File: src/rtl/txb_pkg.sv
package txb_pkg;
  typedef enum logic [1:0] {
    POST_DONE     = 2'd0,
    POST_ABORT    = 2'd1,
    POST_CNT_ZERO = 2'd2,
    POST_LOAD_OVF = 2'd3
  } post_code_e;

  typedef enum logic [1:0] {
    ST_IDLE,
    ST_ATTEMPT,
    ST_WAIT,
    ST_BUSY
  } sched_state_e;
endpackage

File: src/rtl/txb_lcg.sv
module txb_lcg #(
  parameter int W    = 16,
  parameter int SH_A = 11,
  parameter int SH_B = 2,
  parameter int INC  = 13849
) (
  input  logic         clk,
  input  logic         rst,
  input  logic         step,
  output logic [W-1:0] value,
  output logic [W-1:0] next_value
);
  // multiply by (2^SH_A + 2^SH_B + 1) with shifts and adds only
  always_comb begin
    next_value = value + (value << SH_A) + (value << SH_B) + W'(INC);
  end

  always_ff @(posedge clk) begin
    if (rst)       value <= '0;
    else if (step) value <= next_value;
  end


  rng_hold_chk: assert property (@(posedge clk) disable iff (rst)
    !step |=> $stable(value));
endmodule

File: src/rtl/txb_load.sv
module txb_load #(
  parameter int W = 16
) (
  input  logic         clk,
  input  logic         rst,
  input  logic         clear,
  input  logic         step,
  output logic [W-1:0] load_q
);
  always_ff @(posedge clk) begin
    if (rst || clear) load_q <= '0;
    else if (step)    load_q <= {load_q[W-2:0], 1'b1};
  end


  load_hold_chk: assert property (@(posedge clk) disable iff (rst)
    (!step && !clear) |=> $stable(load_q));

  load_odd_chk: assert property (@(posedge clk) disable iff (rst)
    (step && !clear) |=> load_q[0]);
endmodule

File: src/rtl/txb_wait_ctr.sv
module txb_wait_ctr #(
  parameter int CW = 16
) (
  input  logic          clk,
  input  logic          rst,
  input  logic          load_en,
  input  logic [CW-1:0] load_val,
  input  logic          tick,
  output logic [CW-1:0] cnt,
  output logic          expire
);
  always_comb expire = tick && (cnt == CW'(1));

  always_ff @(posedge clk) begin
    if (rst)                     cnt <= '0;
    else if (load_en)            cnt <= load_val;
    else if (tick && cnt != '0)  cnt <= cnt - CW'(1);
  end


  cnt_floor_chk: assert property (@(posedge clk) disable iff (rst)
    (!load_en && cnt == '0) |=> cnt == '0);

  cnt_idle_chk: assert property (@(posedge clk) disable iff (rst)
    (!load_en && !tick) |=> $stable(cnt));
endmodule

File: src/rtl/tx_backoff_sched.sv
module tx_backoff_sched #(
  parameter int W         = 16,
  parameter int CNT_W     = 16,
  parameter int STAT_W    = 8,
  parameter int STAT_MASK = 'h3C,
  parameter int RND_BITS  = 8,
  parameter int MIN_GAP   = 840,
  parameter int GAP_SHIFT = 5,
  parameter int LCG_INC   = 13849
) (
  input  logic              clk,
  input  logic              rst,
  input  logic              cmd_start,
  input  logic [CNT_W-1:0]  cmd_count,
  input  logic [W-1:0]      time_now,
  input  logic              tick,
  input  logic              end_valid,
  input  logic              end_abort,
  input  logic              end_collision,
  input  logic [STAT_W-1:0] end_status,
  output logic              tx_en,
  output logic              post_valid,
  output logic [1:0]        post_code,
  output logic [STAT_W-1:0] post_status
);
  import txb_pkg::*;

  localparam logic [W-1:0]      MIN_GAP_W = W'(MIN_GAP);
  localparam logic [STAT_W-1:0] MASK_W    = STAT_W'(STAT_MASK);

  sched_state_e state;
  logic [W-1:0] rng_q, rng_next, load_old, last_end;
  logic [W-1:0] rand_wait, elapsed, shortfall, gap_wait, wait_val;
  logic [RND_BITS-1:0] rnd_hi;
  logic gap_ok, overflow, need_wait, ctr_load, ctr_expire;
  logic [W-1:0] ctr_cnt;

  txb_lcg #(.W(W), .SH_A(11), .SH_B(2), .INC(LCG_INC)) u_lcg (
    .clk(clk), .rst(rst), .step(state == ST_ATTEMPT),
    .value(rng_q), .next_value(rng_next)
  );

  txb_load #(.W(W)) u_load (
    .clk(clk), .rst(rst),
    .clear(state == ST_IDLE && cmd_start),
    .step(state == ST_ATTEMPT),
    .load_q(load_old)
  );

  always_comb begin
    rnd_hi    = rng_next[W-1 -: RND_BITS];
    rand_wait = (load_old & W'(rnd_hi)) << 1;
    elapsed   = time_now - last_end;
    gap_ok    = elapsed >= MIN_GAP_W;
    shortfall = MIN_GAP_W - elapsed;
    gap_wait  = (shortfall >> GAP_SHIFT) + W'(1);
    overflow  = load_old[W-1];
    need_wait = (rand_wait != '0) || !gap_ok;
    wait_val  = (rand_wait != '0) ? rand_wait : gap_wait;
    ctr_load  = (state == ST_ATTEMPT) && !overflow && need_wait;
  end

  txb_wait_ctr #(.CW(W)) u_wait (
    .clk(clk), .rst(rst), .load_en(ctr_load), .load_val(wait_val),
    .tick(tick), .cnt(ctr_cnt), .expire(ctr_expire)
  );

  always_ff @(posedge clk) begin
    if (rst) begin
      state       <= ST_IDLE;
      tx_en       <= 1'b0;
      post_valid  <= 1'b0;
      post_code   <= 2'd0;
      post_status <= '0;
      last_end    <= '0;
    end else begin
      tx_en      <= 1'b0;
      post_valid <= 1'b0;
      unique case (state)
        ST_IDLE: begin
          if (cmd_start) begin
            if (cmd_count == '0) begin
              post_valid  <= 1'b1;
              post_code   <= POST_CNT_ZERO;
              post_status <= '0;
            end else begin
              state <= ST_ATTEMPT;
            end
          end
        end
        ST_ATTEMPT: begin
          if (overflow) begin
            post_valid  <= 1'b1;
            post_code   <= POST_LOAD_OVF;
            post_status <= '0;
            state       <= ST_IDLE;
          end else if (need_wait) begin
            state <= ST_WAIT;
          end else begin
            tx_en <= 1'b1;
            state <= ST_BUSY;
          end
        end
        ST_WAIT: begin
          if (ctr_expire) begin
            tx_en <= 1'b1;
            state <= ST_BUSY;
          end
        end
        ST_BUSY: begin
          if (end_valid) begin
            if (end_abort && end_collision) begin
              state <= ST_ATTEMPT;
            end else begin
              post_valid  <= 1'b1;
              post_code   <= end_abort ? POST_ABORT : POST_DONE;
              post_status <= end_status & MASK_W;
              if (!end_abort) last_end <= time_now;
              state <= ST_IDLE;
            end
          end
        end
        default: state <= ST_IDLE;
      endcase
    end
  end


  tx_pulse_chk: assert property (@(posedge clk) disable iff (rst)
    tx_en |=> !tx_en);

  post_pulse_chk: assert property (@(posedge clk) disable iff (rst)
    post_valid |=> !post_valid);

  tx_post_excl_chk: assert property (@(posedge clk) disable iff (rst)
    !(tx_en && post_valid));

  ovf_no_tx_chk: assert property (@(posedge clk) disable iff (rst)
    (post_valid && post_code == POST_LOAD_OVF) |-> (post_status == '0));

  busy_ignore_cmd_chk: assert property (@(posedge clk) disable iff (rst)
    (state == ST_WAIT && !ctr_expire) |=> (state == ST_WAIT) && !post_valid);
endmodule

File: config.mk
export PLATFORM = sky130hd
export DESIGN_NAME = tx_backoff_sched
export DESIGN_NICKNAME = d
export VERILOG_FILES = /design/src/rtl/txb_pkg.sv /design/src/rtl/txb_lcg.sv /design/src/rtl/txb_load.sv /design/src/rtl/txb_wait_ctr.sv /design/src/rtl/tx_backoff_sched.sv
export SDC_FILE = /design/constraint.sdc
export NUM_CORES = 1
export LEC_CHECK = 0
export ABC_AREA = 1
export ABC_CLOCK_PERIOD_IN_PS = 8640
export BUFFER_PORTS_ARGS = -buffer_cell sky130_fd_sc_hd__buf_4
export CAP_MARGIN = 20
export CORE_MARGIN = 1
export CORE_UTILIZATION = 35
export CTS_CLUSTER_DIAMETER = 50
export DETAILED_ROUTE_END_ITERATION = 16
export PLACE_DENSITY = 0.57
export SLEW_MARGIN = 20
export SYNTH_ARGS = -nofsm -noshare
export SYNTH_HDL_FRONTEND = slang
export SYNTH_SLANG_ARGS = --single-unit
File: constraint.sdc
create_clock -name clk -period 8.64 [get_ports clk]
set_clock_uncertainty 0.2 [all_clocks]
set_input_delay 2.16 -clock clk [delete_from_list [all_inputs] [get_ports clk]]
set_output_delay 2.16 -clock clk [all_outputs]
set_load 0.03 [all_outputs]
==> metrics.txt <==
WL per Instance 11.7 um; top cells by count, synth nand2_1 (190), inv_1 (124), dfxtp_1 (74); placed inst area 6390 um^2; CTS sink count 74; Arr. time, crit path 4.81 ns; DRT iter0 DRCs 252; Crit path top cell by count nand2_1; Mapped Cells 858; Starting Density 36.3%; share of cells above drive strength 1 14.1%; Comb pwr share 61.8%; most common cell in the netlist nand2_1; sequential share of the synthesized area 25.4%; # IOs 59; unique cell type count in the Yosys netlist 49; total routed wirelength 13.1 mm; static leakage 3.24 nW; f_max 210 MHz; Crit. End Element register; critical path's top delay family simple AND/OR/NAND/NOR gates; Tmin final 4.76 ns; Max Transition Viols Final 0; Num CTS Buffers 9; gr ovfl total 0; crit path max fanout 20; Final Cycle Share 55.1%; CTS tree done; ANT cells 0; final instance area 6720 um^2; switching share of power 48.7%; Clock Power Share 17.5%; vias in the first global route 4915; Fin. Hold Viols 0; unrepaired setup endpoints after global routing false; fillers 1722; nets 1013; Seq cells post-synth 74; cts repair resizes 0; Min Hold Slack 0.254 ns; row cnt 46; Main synth FF type dfxtp_1; pwr dens 352 nW/um^2; critical path type in -> reg; Post-synth EDFFs 0; top cell type's share of synthesized area 25.4%; Worst-path clk slew 0.06 ns; ys async rst share 0%; initial antenna violation count 0; Skew-Pair Late Insertion Delay 0.35 ns; first-pass GRT wire length 22.4 mm; Ys Warns 0; port bufs 50; WP data required 8.69 ns; area grow syn2layout 15.2%; CP max-delay cell fa_1; Post-DRT Antenna Nets 0; Hold Crit Class reg -> reg; NetSw 0.00115 W; Slew HR 56.3%; endpoints failing setup 0; htree depth 3; total number of vias 5263; Synth Cell Area 5830 um^2; gr usage total 16.6%; dominant cells by area after synthesis dfxtp_1 (25%), ha_1 (13%), nand2_1 (12%); Clock Tree Buf Depth 2; CP bufs+invs 4; Routability Congestion 0.863; outcome finished, final reports clean; vias per inst 4.69; Post-Syn Area per Cell 6.80 um^2; hold buffers post-CTS 0; Int Power 0.00121 W; DRT Pass-1 Iters 4; Post-CTS Setup Bufs 0; TNS Setup 0 ns; Critical Path Max Stage Delay 0.38 ns; core area 16100 um^2; Remaining DRCs 0; die area 17200 um^2; root buffer cell clkbuf_16; Die H 131 um; critical path cell sequence buf_4 > inv_1 > ha_1 > fa_1 > inv_1 > nand3_2 > nand2_1 > nand2_1 > nand3_1 > nand2_1 > nor2_4 > nand2_4 > o21ai_2 > nand4_1 > nand2_2 > nand2_2 > nand2_2 > nand3_1 > nand2_1 > inv_1; Flop pwr share 20.7%; cell taking the most area after synthesis dfxtp_1; VDD IR max 0.137 mV; largest net degree at the start of global routing 38; Die X 131 um; critical path launch point type input port; post-DP HPWL 10.2 mm; Slew @ Worst Pin 0.654 ns; Max Cap Viol 0
==> area by class of cell <==
| type | count | area, um^2 | share of cell area (%) |
|---|---|---|---|
| inverter | 132 | 500 | 7.45 |
| tap | 216 | 270 | 4.02 |
| sequential | 74 | 1480 | 22.0 |
| timing repair buffer | 53 | 398 | 5.92 |
| multi-input combinational | 632 | 3740 | 55.7 |
| clock inverter | 6 | 90.1 | 1.34 |
| clock buffer | 10 | 239 | 3.56 |
==> worst register-to-register path, delay by kind of cell, from the launching register on <==
family | cells | cell delay, ns
buf+inv | 5 | 0.37
flops | 1 | 0.37
xor+xnor | 1 | 0.29
simple gates | 12 | 1.47
fa+ha+maj | 3 | 1.19
==> final timing paths <==
check                           slack, ns                         from                          to  cells past startpoint
worst min-delay path                 0.25     last_end[9]$_SDFFE_PP0P_    last_end[9]$_SDFFE_PP0P_                      2
worst min register to register       0.25     last_end[9]$_SDFFE_PP0P_    last_end[9]$_SDFFE_PP0P_                      2
worst max register to register       4.66  u_lcg.value[0]$_SDFFE_PP0P_  u_wait.cnt[3]$_SDFFE_PP0P_                     21
worst max-delay path                 3.88                  time_now[0]  u_wait.cnt[3]$_SDFFE_PP0P_                     20
==> cell usage in the layout (no fill, tap or decap), types with 11 or more instances in the layout <==
cell     Yosys  layout
inv_1      124     124
nand2_1    190     190
xor2_1      20      20
buf_4        4      53
nand2_2     18      18
dfxtp_1     74      74
nor2_1      60      60
a21oi_1     69      69
nand4_1     11      11
ha_1        59      59
o21ai_0     42      42
nand3_1     56      56
nor3_1      11      11
==> state kept, by name, summed over array words and instances, names as in the netlist, named ones only <==
register       count
last_end          16
u_lcg.value       16
u_load.load_q     16
u_wait.cnt        16
post_status        4
post_code          2
post_valid         1
state              1
tx_en              1
==> kinds of logic (layout without fill, tap and decap cells) <==
group	Yosys count	in the layout	share of synthesized area, %
fa+ha+maj	64	64	14.4
flops	74	74	25.4
simple gates	385	385	30.9
other cells	1	4	0.0643
buf+inv	155	201	10.6
xor+xnor	27	27	4.05
compound gates	152	152	14.6
==> layer usage <==
metal	GRT usage (%)	routed length, um	vias to the layer above
met2	28.5	6050	63
met5	0	0	-
li1	-	-	2870
met1	20.7	6480	2315
met4	4.26	161	0
met3	4.02	440	15
==> through the flow <==
step	setup WS (ns)	total power [W]	std cells	utilization [%]
floorplan	4.05	0.00164	861	-
global placement	3.54	0.00195	1107	39.8
detailed placement	3.50	0.00195	1107	39.8
CTS	3.87	0.00239	1123	41.8
global route	3.59	0.00261	1123	41.8
finish	3.88	0.00236	1123	41.8
==> power groups by stage <==
| stage | registers (W) | clock network [W] | logic (W) |
|---|---|---|---|
| finish | 0.000488 | 0.000415 | 0.00146 |
| global route | 0.000500 | 0.000442 | 0.00167 |
| CTS | 0.000488 | 0.000430 | 0.00147 |
| detailed placement | 0.000494 | 0 | 0.00146 |
| global placement | 0.000494 | 0 | 0.00145 |
| floorplan | 0.000490 | 0 | 0.00116 |
Note: power is estimated with default switching activity, not from simulation.
